`src/rtl/npc_pkg.sv`:
```
package npc_pkg;
  localparam int CLASS_W = 4;

  typedef enum logic [CLASS_W-1:0] {
    CLS_SEQ   = 4'd0,
    CLS_JAL   = 4'd1,
    CLS_JALR  = 4'd2,
    CLS_BEQ   = 4'd3,
    CLS_BNE   = 4'd4,
    CLS_BLT   = 4'd5,
    CLS_BGE   = 4'd6,
    CLS_BLTU  = 4'd7,
    CLS_BGEU  = 4'd8,
    CLS_AUIPC = 4'd9
  } ctlClass_t;

  // Strobes from control to datapath
  typedef struct packed {
    logic redirect;    // next PC is a computed target
    logic useRegBase;  // target base is rs1 (else PC)
    logic resultIsSum; // result is PC+offset (else PC+step)
    logic wrEn;        // destination write
  } npcStrobe_t;
endpackage

```
`src/rtl/npc_control.sv`:
```
module npc_control
  import npc_pkg::*;
(
  input  logic               clk,
  input  logic               rst,
  input  logic [CLASS_W-1:0] cls,
  input  logic               isEq,
  input  logic               isLtS,
  input  logic               isLtU,
  output npcStrobe_t         strb
);
  logic taken;

  always_comb begin
    case (cls)
      CLS_BEQ:  taken = isEq;
      CLS_BNE:  taken = !isEq;
      CLS_BLT:  taken = isLtS;
      CLS_BGE:  taken = !isLtS;
      CLS_BLTU: taken = isLtU;
      CLS_BGEU: taken = !isLtU;
      default:  taken = 1'b0;
    endcase
  end

  always_comb begin
    strb = '0;
    case (cls)
      CLS_JAL: begin
        strb.redirect = 1'b1;
        strb.wrEn     = 1'b1;
      end
      CLS_JALR: begin
        strb.redirect   = 1'b1;
        strb.useRegBase = 1'b1;
        strb.wrEn       = 1'b1;
      end
      CLS_BEQ, CLS_BNE, CLS_BLT, CLS_BGE, CLS_BLTU, CLS_BGEU:
        strb.redirect = taken;
      CLS_AUIPC: begin
        strb.resultIsSum = 1'b1;
        strb.wrEn        = 1'b1;
      end
      default: strb = '0;
    endcase
  end

  assert_signed_lt_R6: assert property (@(posedge clk) disable iff (rst)
    (cls == CLS_BLT) |-> (strb.redirect == isLtS));
  assert_unsigned_ge_R7: assert property (@(posedge clk) disable iff (rst)
    (cls == CLS_BGEU) |-> (strb.redirect == !isLtU));
endmodule

```
`src/rtl/npc_datapath.sv`:
```
module npc_datapath
  import npc_pkg::*;
#(
  parameter int XLEN       = 64,
  parameter int INSN_BYTES = 4,
  parameter logic [XLEN-1:0] RESET_PC = '0
) (
  input  logic            clk,
  input  logic            rst,
  input  npcStrobe_t      strb,
  input  logic [XLEN-1:0] rs1Val,
  input  logic [XLEN-1:0] rs2Val,
  input  logic [XLEN-1:0] offset,
  output logic            isEq,
  output logic            isLtS,
  output logic            isLtU,
  output logic [XLEN-1:0] pcQ,
  output logic [XLEN-1:0] nextPc,
  output logic [XLEN-1:0] linkVal
);
  localparam logic [XLEN-1:0] STEP = XLEN'(INSN_BYTES);
  localparam logic [XLEN-1:0] ALIGN_MASK = ~XLEN'(1);

  logic [XLEN-1:0] pcStep, pcTarget, regTarget;

  assign pcStep    = pcQ + STEP;
  assign pcTarget  = pcQ + offset;
  assign regTarget = (rs1Val + offset) & ALIGN_MASK;

  assign isEq  = (rs1Val == rs2Val);
  assign isLtS = ($signed(rs1Val) < $signed(rs2Val));
  assign isLtU = (rs1Val < rs2Val);

  always_comb begin
    if (!strb.redirect)       nextPc = pcStep;
    else if (strb.useRegBase) nextPc = regTarget;
    else                      nextPc = pcTarget;
  end

  assign linkVal = strb.resultIsSum ? pcTarget : pcStep;

  always_ff @(posedge clk) begin
    if (rst) pcQ <= RESET_PC;
    else     pcQ <= nextPc;
  end

  assert_reset_pc_R1: assert property (@(posedge clk)
    rst |=> (pcQ == RESET_PC));
  assert_even_target_R4: assert property (@(posedge clk) disable iff (rst)
    (strb.redirect && strb.useRegBase) |-> (nextPc[0] == 1'b0));
endmodule

```
`src/rtl/npc_unit.sv`:
```
module npc_unit
  import npc_pkg::*;
#(
  parameter int XLEN       = 64,
  parameter int INSN_BYTES = 4
) (
  input  logic               clk,
  input  logic               rst,
  input  logic [CLASS_W-1:0] insClass,
  input  logic [XLEN-1:0]    rs1Val,
  input  logic [XLEN-1:0]    rs2Val,
  input  logic [XLEN-1:0]    offset,
  output logic [XLEN-1:0]    pcOut,
  output logic [XLEN-1:0]    nextPc,
  output logic [XLEN-1:0]    linkVal,
  output logic               rdWe
);
  npcStrobe_t strb;
  logic isEq, isLtS, isLtU;

  npc_control u_control (
    .clk(clk), .rst(rst), .cls(insClass),
    .isEq(isEq), .isLtS(isLtS), .isLtU(isLtU), .strb(strb)
  );

  npc_datapath #(.XLEN(XLEN), .INSN_BYTES(INSN_BYTES), .RESET_PC('0)) u_datapath (
    .clk(clk), .rst(rst), .strb(strb),
    .rs1Val(rs1Val), .rs2Val(rs2Val), .offset(offset),
    .isEq(isEq), .isLtS(isLtS), .isLtU(isLtU),
    .pcQ(pcOut), .nextPc(nextPc), .linkVal(linkVal)
  );

  assign rdWe = strb.wrEn;

  assert_seq_step_R2: assert property (@(posedge clk) disable iff (rst)
    (insClass == CLS_SEQ) |-> (nextPc == pcOut + XLEN'(INSN_BYTES)));
  assert_branch_no_write_R9: assert property (@(posedge clk) disable iff (rst)
    (insClass >= CLS_BEQ && insClass <= CLS_BGEU) |-> !rdWe);
  assert_auipc_sum_R10: assert property (@(posedge clk) disable iff (rst)
    (insClass == CLS_AUIPC) |-> (linkVal == pcOut + offset && rdWe));
  assert_jal_link_R3: assert property (@(posedge clk) disable iff (rst)
    (insClass == CLS_JAL) |-> (linkVal == pcOut + XLEN'(INSN_BYTES)));
endmodule

```
`config.mk`:
```
export PLATFORM = sky130hd
export DESIGN_NAME = npc_unit
export DESIGN_NICKNAME = d
export VERILOG_FILES = /design/src/rtl/npc_pkg.sv /design/src/rtl/npc_control.sv /design/src/rtl/npc_datapath.sv /design/src/rtl/npc_unit.sv
export SDC_FILE = /design/constraint.sdc
export NUM_CORES = 1
export LEC_CHECK = 0
export BUFFER_PORTS_ARGS = -buffer_cell sky130_fd_sc_hd__clkbuf_2
export CAP_MARGIN = 0
export CORE_ASPECT_RATIO = 0.8
export CORE_UTILIZATION = 55
export CTS_CLUSTER_SIZE = 10
export DETAILED_ROUTE_END_ITERATION = 8
export GPL_TIMING_DRIVEN = 0
export HOLD_SLACK_MARGIN = 0.05
export PLACE_DENSITY_LB_ADDON = 0.05
export SLEW_MARGIN = 0
export SYNTH_ARGS = -nofsm -noshare
export SYNTH_HDL_FRONTEND = slang
export SYNTH_SLANG_ARGS = --single-unit
```
`constraint.sdc`:
```
create_clock -name clk -period 9.45 [get_ports clk]
set_clock_uncertainty 0.15 [all_clocks]
set_input_delay 2.835 -clock clk [delete_from_list [all_inputs] [get_ports clk]]
set_output_delay 2.835 -clock clk [all_outputs]
set_load 0.005 [all_outputs]
```
* Word-level counts from Yosys, hierarchy flattened *
Index checks and enable logic that the tools add are counted.

operators by class
  muxes and demuxes = 8
  order comparisons = 2
  $add $sub $neg = 3
  reduce and logical (&&, ||, !) cells = 6
  eq/ne operators = 10

operators with widths
  kind                                                 count
  2-to-1 mux 64 bit                                    3
  adder 64 bit                                         2
  < comparator 64 bit                                  2
  adder 64 x 3 -> 64 bit, second input constant        1
  equality test 64 bit                                 1
  equality test 4 x 3 -> 1 bit, second input constant  4
  equality test 4 x 2 -> 1 bit, second input constant  2
  equality test 4 bit, second input constant           2
  case mux 1 bit (6 select lines)                      1
  OR reduction 6 bit                                   1
  equality test 4 x 1 -> 1 bit, second input constant  1
  zero test 1 bit                                      3
  2-to-1 mux 1 bit                                     3
  OR reduction 3 bit                                   1
  case mux 1 bit (2 select lines)                      1
  OR reduction 2 bit                                   1

storage, ports and cells
  output and inout bits = 193
  register bits = 64
  input bits = 198

* Logic depth before layout (Yosys ltp) *
Gate-level depths: netlist of run 1.

  word-level depth = 5
  depth in mapped cells = 14
  gate-level depth less buffers = 14

* Cells and area by module *
A second synthesis of run 1 with hierarchy kept.

second synthesis, totals
  cells, all modules = 2,134
  area total of the unflattened synthesis = 14,806.7 um^2

by module, submodules not included
  module        cells an instance  area an instance (um^2)  sequential area each (um^2)  instances
  npc_datapath  2,117              14,700.3                 1,281.2                      1
  npc_control   17                 106.4                    0.0                          1

* Worst setup path before layout of run 1 *
No wires, ideal clock.

  path type = input -> output
  start = in offset[0]
  end = out nextPc[50]
  stages = 14
  path slack = 1.042 ns
  arrival time = 5.423 ns
  buffers on the path = 0
  required time = 6.465 ns
  cells stage by stage = ha_1 > inv_1 > fa_1 > nand2b_1 > a21oi_1 > o2111ai_1 > a21oi_2 > a31oi_1 > a21o_1 > o31ai_2 > a21oi_1 > xnor2_1 > mux2i_1 > mux2i_1

between the ends
  cells in the longest elaborated chain, start to end = 3

ends and longest elaborated chain
  element                                 line                                    source
  start, declared                         npc_unit.sv:12                          input logic [XLEN-1:0] offset,
  adder 64 bit, on equally long branches  npc_datapath.sv:27, npc_datapath.sv:28
  2-to-1 mux 64 bit (*)                   npc_datapath.sv:36                      else if (strb.useRegBase) nextPc = regTarget;
  2-to-1 mux 64 bit (*)                   npc_datapath.sv:35                      if (!strb.redirect) nextPc = pcStep;
  end, declared                           npc_unit.sv:14                          output logic [XLEN-1:0] nextPc,

Mark *: on every way between the ends. The rest lies on a longest branch, timed or not.

* Worst setup path after layout of run 1 *
  start = in offset[6]
  end = out nextPc[57]

The elaborated chain is that of the path after synthesis.

==> results.json, run 1 <==
{
  "largest_register_ffs": 64,
  "ant_nets": 0,
  "io_buffer_count": 388,
  "ys.flop_type": "dfxtp_1",
  "antenna_found_initial": 0,
  "nets": 2861,
  "synth-edff-count": 0,
  "dp_hpwl_mm": 50.24,
  "final_cells": 2800,
  "grt_max_degree": 11,
  "fin_hold_ws_ns": 0.5531,
  "hp-class": "reg -> reg",
  "grt_use_total": 0.4450,
  "synth_top_cell_by_area": "ha_1",
  "drv_cap": 0,
  "clock_latency_ns": 0.35,
  "die_w_um": 181.1,
  "rr_endpoint": "u_datapath.pcQ[63]",
  "slew_viol_final": 0,
  "synth.area.mux_share": 0.03917,
  "cp-startpoint": "offset[6]",
  "wirelength_mm": 61.24,
  "regMostFlops": "u_datapath.pcQ",
  "ctsHoldBuffers": 0,
  "register_area_mm2": 0.001281,
  "yosysTopAreaCellShare": 0.1684,
  "io_pins": 391,
  "slowest_delay_ns": 0.49,
  "num_rows": 52,
  "final_hold_viol_count": 0,
  "first_iter_violations": 2165,
  "grt_pass1_vias": 16300,
  "syn_area_per_cell_um2": 6.848,
  "synthAdderAreaFrac": 0.1712,
  "syn2layout_area_growth_pct": 20.70,
  "detail_route.vias_per_cell": 6.469,
  "yosys-top-cells-area": "ha_1, dfxtp_1, a21oi_1",
  "p_leak_nw": 8.315,
  "place.gp.congestion": 1.076,
  "finalSetupViolCount": 1,
  "cts_buffers": 9,
  "path_class": "in -> out",
  "tightest_slew_ns": 1.155,
  "violations": "negative setup slack",
  "cp_common_cell": "a21oi_1",
  "synth_top_family_by_area": "compound AO/OA/AOI/OAI gates",
  "hold_start": "u_datapath.pcQ[0]",
  "min_period_over_period": 1.007,
  "min_to": "u_datapath.pcQ[0]",
  "clk_path_buf_depth": 2,
  "cts.sinks": 64,
  "multiInputGateArea_mm2": 0.01217,
  "outcome": "complete, but fails checks",
  "worst_slack_ns": -0.06986,
  "cts-root-buf": "clkbuf_16",
  "place_inst": 2775,
  "firstDrtPassIters": 8,
  "crit_chain": "clkbuf_2, ha_1, a21oi_1, o21ai_0, o211ai_1, a31oi_1, a21o_1, a22o_1, a21oi_1, o2111a_1, a21oi_1, nand3_1, clkbuf_2",
  "grt_pass1_wl_mm": 91.54,
  "whs_path_depth": 3,
  "crit_arrival_ns": 6.53,
  "die_h_um": 145.3,
  "ir_worst_vdd_v": 0.00008730,
  "path_max_fanout": 6,
  "nFillCells": 2312,
  "start_util": 0.5593,
  "drt-wirelength-per-cell_um": 21.87,
  "yosys.area_share.xor_xnor": 0.1104,
  "synth_area_mm2": 0.01412,
  "largest_registers": "u_datapath.pcQ (64)",
  "cp.required_ns": 6.47,
  "core_mm2": 0.02524,
  "power_density_mw_per_mm2": 133.4,
  "num_antenna_cells": 0,
  "synth.distinct_cells": 84,
  "reg2reg_from": "u_datapath.pcQ[25]",
  "vias": 18110,
  "synthSimpleGateAreaFrac": 0.2509,
  "cts_tree": "built",
  "layout_min_cycle_time_ns": 9.520,
  "synthCells": 2062,
  "synth-async-reset-ratio": 0,
  "grt_remaining_overflow": 0,
  "startpoint_type": "primary input",
  "drcViolationCount": 0,
  "end_kind": "output pin",
  "final_layout_size_suffix_gt1_frac": 0.1987,
  "rrSetupSlack_ns": 5.47,
  "clk_pin_slew_ns": 0.06,
  "ys_ff_latch": 64,
  "synth_compound_area_frac": 0.2788,
  "yosys_warnings": 0,
  "htreeDepth": 3,
  "max_freq_ghz": 0.1050,
  "synth_seq_area_share": 0.09074,
  "crit_path_top_delay_cell": "o21ai_0",
  "r2r_cells": 12,
  "die-area_mm2": 0.02632,
  "synth.net_count": 2452,
  "maxSlewHeadroom": 0.2299
}
==> layout by cell type (no fill, tap or decap), types with 34 or more instances in the layout <==
cell and instances:
nor2_1 204, inv_1 109, dfxtp_1 64, mux2i_1 52, nor3_1 34, clkbuf_1 59, nor2b_1 52, a21o_1 61
nand4_1 55, xnor2_1 91, a21oi_1 242, clkbuf_2 391, nand3_1 51, ha_1 190, o21ai_0 112, xor2_1 87
nand2_1 212
==> repair_timing <==
item                                    4_1_cts  5_1_grt
endpoints found under the setup margin       65       44
gates resized for setup                      14       33
pin swaps                                     3        3
buffers inserted                              6        4
==> per-stage QoR <==
| step | power [mW] | TNS [ns] | instance area [um2] | setup slack, ns | utilization |
|---|---|---|---|---|---|
| after floorplan | 1.290 | 0 | 14120 | 1.042 | - |
| after global placement | 1.786 | -80.15 | 16470 | -1.671 | 0.6523 |
| after detailed placement | 1.810 | -41.25 | 16480 | -1.024 | 0.6528 |
| after CTS | 2.195 | 0 | 16910 | 0.01914 | 0.6697 |
| after global routing | 2.391 | -0.01036 | 17040 | -0.006632 | 0.6751 |
| final | 2.273 | -0.06986 | 17040 | -0.06986 | 0.6751 |
==> worst max-delay path: cells and delay by family <==
| family | cells | cell delay, ns |
|---|---|---|
| simple gates | 1 | 0.19 |
| compound gates | 9 | 2.85 |
| buf+inv | 2 | 0.26 |
| fa+ha+maj | 1 | 0.38 |
==> per-layer routing <==
metal	up-vias	track usage	share of wire	routed length, um
met3	184	0.1047	0.13	7750
met2	1302	0.6740	0.42	25830
met4	0	0.1636	0.039	2413
met1	8376	0.6108	0.41	25240
li1	8252	-	-	-
met5	-	0	0	0
==> kinds of logic (layout without fill, tap and decap cells) <==
logic type | after synthesis | count (layout)
xor gates and xnor gates | 178 | 178
and+or+nand+nor | 735 | 735
muxes | 54 | 54
buffers and inverters | 205 | 619
DFF | 64 | 64
adders and majority gates | 192 | 192
AOI/OAI and AO/OA | 634 | 634
==> Yosys cell counts (all sizes together), types with 52 or more instances <==
master	instances
xor2	87
clkbuf	63
a21oi	249
ha	190
nand2	212
inv	110
dfxtp	64
nand4	57
nor2b	52
o21ai	123
xnor2	91
nor2	207
mux2i	53
a21o	61
==> report_power, final <==
| part | internal (mW) | total [mW] | leakage [nW] | switching (mW) |
|---|---|---|---|---|
| logic | 0.592 | 1.50 | 7.63 | 0.908 |
| clock network | 0.234 | 0.381 | 0.159 | 0.147 |
| registers | 0.312 | 0.391 | 0.528 | 0.0797 |
| total | 1.14 | 2.27 | 8.31 | 1.14 |
==> worst max path at each step <==
stage,end,slack [ns]
after floorplan,nextPc[50],1.04
after global placement,nextPc[49],-1.67
after detailed placement,nextPc[49],-1.02
after CTS,nextPc[57],0.02
after global routing,nextPc[10],-0.007
final,nextPc[57],-0.07
==> area by class of cell <==
type | count | share of cell area
Buffer | 94 | 0.02540
Clock buffer | 14 | 0.01667
Clock inverter | 2 | 0.002056
Inverter | 110 | 0.02423
Multi-Input combinational cell | 1793 | 0.7140
Sequential cell | 64 | 0.07518
Tap cell | 324 | 0.02379
Timing Repair Buffer | 399 | 0.1186
No activity file was read; power rests on OpenSTA's default activity.
==> inputs of run 2 (changes only) <==
--- a/config.mk
+++ b/config.mk
@@ -8,6 +8,7 @@
 export BUFFER_PORTS_ARGS = -buffer_cell sky130_fd_sc_hd__clkbuf_2
 export CAP_MARGIN = 0
 export CORE_ASPECT_RATIO = 0.8
+export CORE_MARGIN = 1.5
 export CORE_UTILIZATION = 55
 export CTS_CLUSTER_SIZE = 10
 export DETAILED_ROUTE_END_ITERATION = 8
==> results.json, run 2 (synthesis gave the netlist of run 1 again) <==
{
  "layout_min_cycle_time_ns": 9.374,
  "ant_nets": 0,
  "num_rows": 52,
  "grt_max_degree": 13,
  "nets": 2858,
  "p_leak_nw": 8.271,
  "die_h_um": 146.3,
  "ir_worst_vdd_v": 0.00009687,
  "hp-class": "reg -> reg",
  "place.gp.congestion": 1.076,
  "final_cells": 2797,
  "startpoint_type": "primary input",
  "clk_path_buf_depth": 2,
  "worst_slack_ns": 0.07650,
  "core_mm2": 0.02524,
  "grt_remaining_overflow": 0,
  "dp_hpwl_mm": 51.04,
  "crit_chain": "clkbuf_2, inv_1, fa_1, nor2b_1, o31a_1, o21ai_1, a21oi_1, o21a_1, a21oi_1, o21ai_0, a21o_1, xor2_1, mux2i_1, a21oi_1, clkbuf_2",
  "finalSetupViolCount": 0,
  "maxSlewHeadroom": 0.2425,
  "first_iter_violations": 2214,
  "cts.sinks": 64,
  "antenna_found_initial": 0,
  "crit_buf_inv": 3,
  "io_pins": 391,
  "grt_use_total": 0.4472,
  "regMostFlops": "u_datapath.pcQ",
  "critPathTopFamily": "compound AO/OA/AOI/OAI gates",
  "tightest_slew_ns": 1.136,
  "reg2reg_from": "u_datapath.pcQ[24]",
  "clk_pin_slew_ns": 0.07,
  "crit_path_top_delay_cell": "a21oi_1",
  "fin_hold_ws_ns": 0.5376,
  "vias": 18170,
  "grt_pass1_wl_mm": 92.56,
  "die-area_mm2": 0.02665,
  "use_met1": 0.6068,
  "detail_route.vias_per_cell": 6.495,
  "use_met2": 0.6766,
  "drcViolationCount": 0,
  "io_buffer_count": 388,
  "largest_registers": "u_datapath.pcQ (64)",
  "path_max_fanout": 4,
  "rr_endpoint": "u_datapath.pcQ[57]",
  "drv_cap": 0,
  "max_freq_ghz": 0.1067,
  "rrSetupSlack_ns": 5.39,
  "total_power_mw": 2.263,
  "drt-wirelength-per-cell_um": 22.19,
  "path_class": "in -> out",
  "busiest_layer": "met2",
  "r2r_cells": 12,
  "largest_register_ffs": 64,
  "place_inst": 2775,
  "slew_viol_final": 0,
  "syn2layout_area_growth_pct": 20.75,
  "layout_common_cells": "clkbuf_2, a21oi_1, nand2_1, nor2_1, ha_1",
  "outcome": "finished, final reports clean",
  "crit_arrival_ns": 6.39,
  "final_layout_size_suffix_gt1_frac": 0.1989,
  "end_kind": "output pin",
  "die_w_um": 182.1,
  "cp.required_ns": 6.47,
  "whs_path_depth": 3,
  "dp_slack_ns": -1.087,
  "min_to": "u_datapath.pcQ[0]",
  "grt_pass1_vias": 16430,
  "final_common_cell": "clkbuf_2",
  "hold_start": "u_datapath.pcQ[0]",
  "cp_common_cell": "a21oi_1",
  "min_period_over_period": 0.9919,
  "start_util": 0.5593,
  "clock_latency_ns": 0.36,
  "cts_tree": "built",
  "wirelength_mm": 62.07,
  "firstDrtPassIters": 6,
  "final_hold_viol_count": 0,
  "power_density_mw_per_mm2": 132.7,
  "cts_buffers": 9,
  "grt_util_met3": 0.09504,
  "htreeDepth": 3,
  "slowest_delay_ns": 0.48,
  "num_antenna_cells": 0,
  "cts-root-buf": "clkbuf_16"
}
## run 2: cell count changes in the layout (fill, tap and decap cells not counted), sizes merged
cell / delta
clkinv: +1
clkbuf: -5
inv: +1
buf: -3
clkinvlp: +3
## run 2: stage by stage
| step | utilization | setup TNS, ns | instance area, um2 |
|---|---|---|---|
| after detailed placement | 0.6528 | -39.58 | 16480 |
| after CTS | 0.6691 | 0 | 16890 |
| after floorplan | - | 0 | 14120 |
| after global placement | 0.6523 | -79.17 | 16470 |
| after global routing | 0.6754 | -0.0009659 | 17050 |
| final | 0.6754 | 0 | 17050 |
## run 2: layout make-up
cell class / instances / area [um2]
multi-input cells: 1793 / 12220
fillers: 2335 / 8194
repair buffers: 395 / 1992
flip-flops and latches: 64 / 1281
plain buffers: 95 / 437.9
inverters: 110 / 412.9
well taps: 324 / 405.4
clock buffers: 9 / 225.2
clock inverters: 7 / 71.32
## run 2: layer usage
metal  up-vias  part of all wire
li1       8267                 -
met1      8333              0.41
met2      1354              0.41
met3       212              0.13
met4         0             0.050
met5         -                 0
## run 2: worst min-delay path, delay by kind of cell, from the launching register on
kind            cells  cell delay (ns)
compound gates      1             0.11
buf+inv             1             0.06
flops               1             0.33
simple gates        1             0.14
## run 2: worst max path at each step
stage                     startpoint    endpoint  cells past startpoint
after global placement    rs1Val[63]  nextPc[49]                     13
final                      offset[1]  nextPc[42]                     15
after CTS                 offset[37]  nextPc[63]                     15
after global routing      rs2Val[57]  nextPc[62]                     17
after floorplan            offset[0]  nextPc[50]                     14
after detailed placement  rs1Val[63]  nextPc[49]                     13
## run 2: what timing repair did
item / in CTS / in global routing
pin swaps: 2 / 4
gates resized for setup: 15 / 40
buffers inserted: 5 / 1
hold buffers: 0 / 0
endpoints found under the setup margin: 67 / 58
## run 2: where the power goes
group	switching, mW	internal [mW]	leakage, nW
clock	0.161	0.205	0.138
sequential	0.0810	0.311	0.528
combinational	0.915	0.590	7.60
total	1.16	1.11	8.27
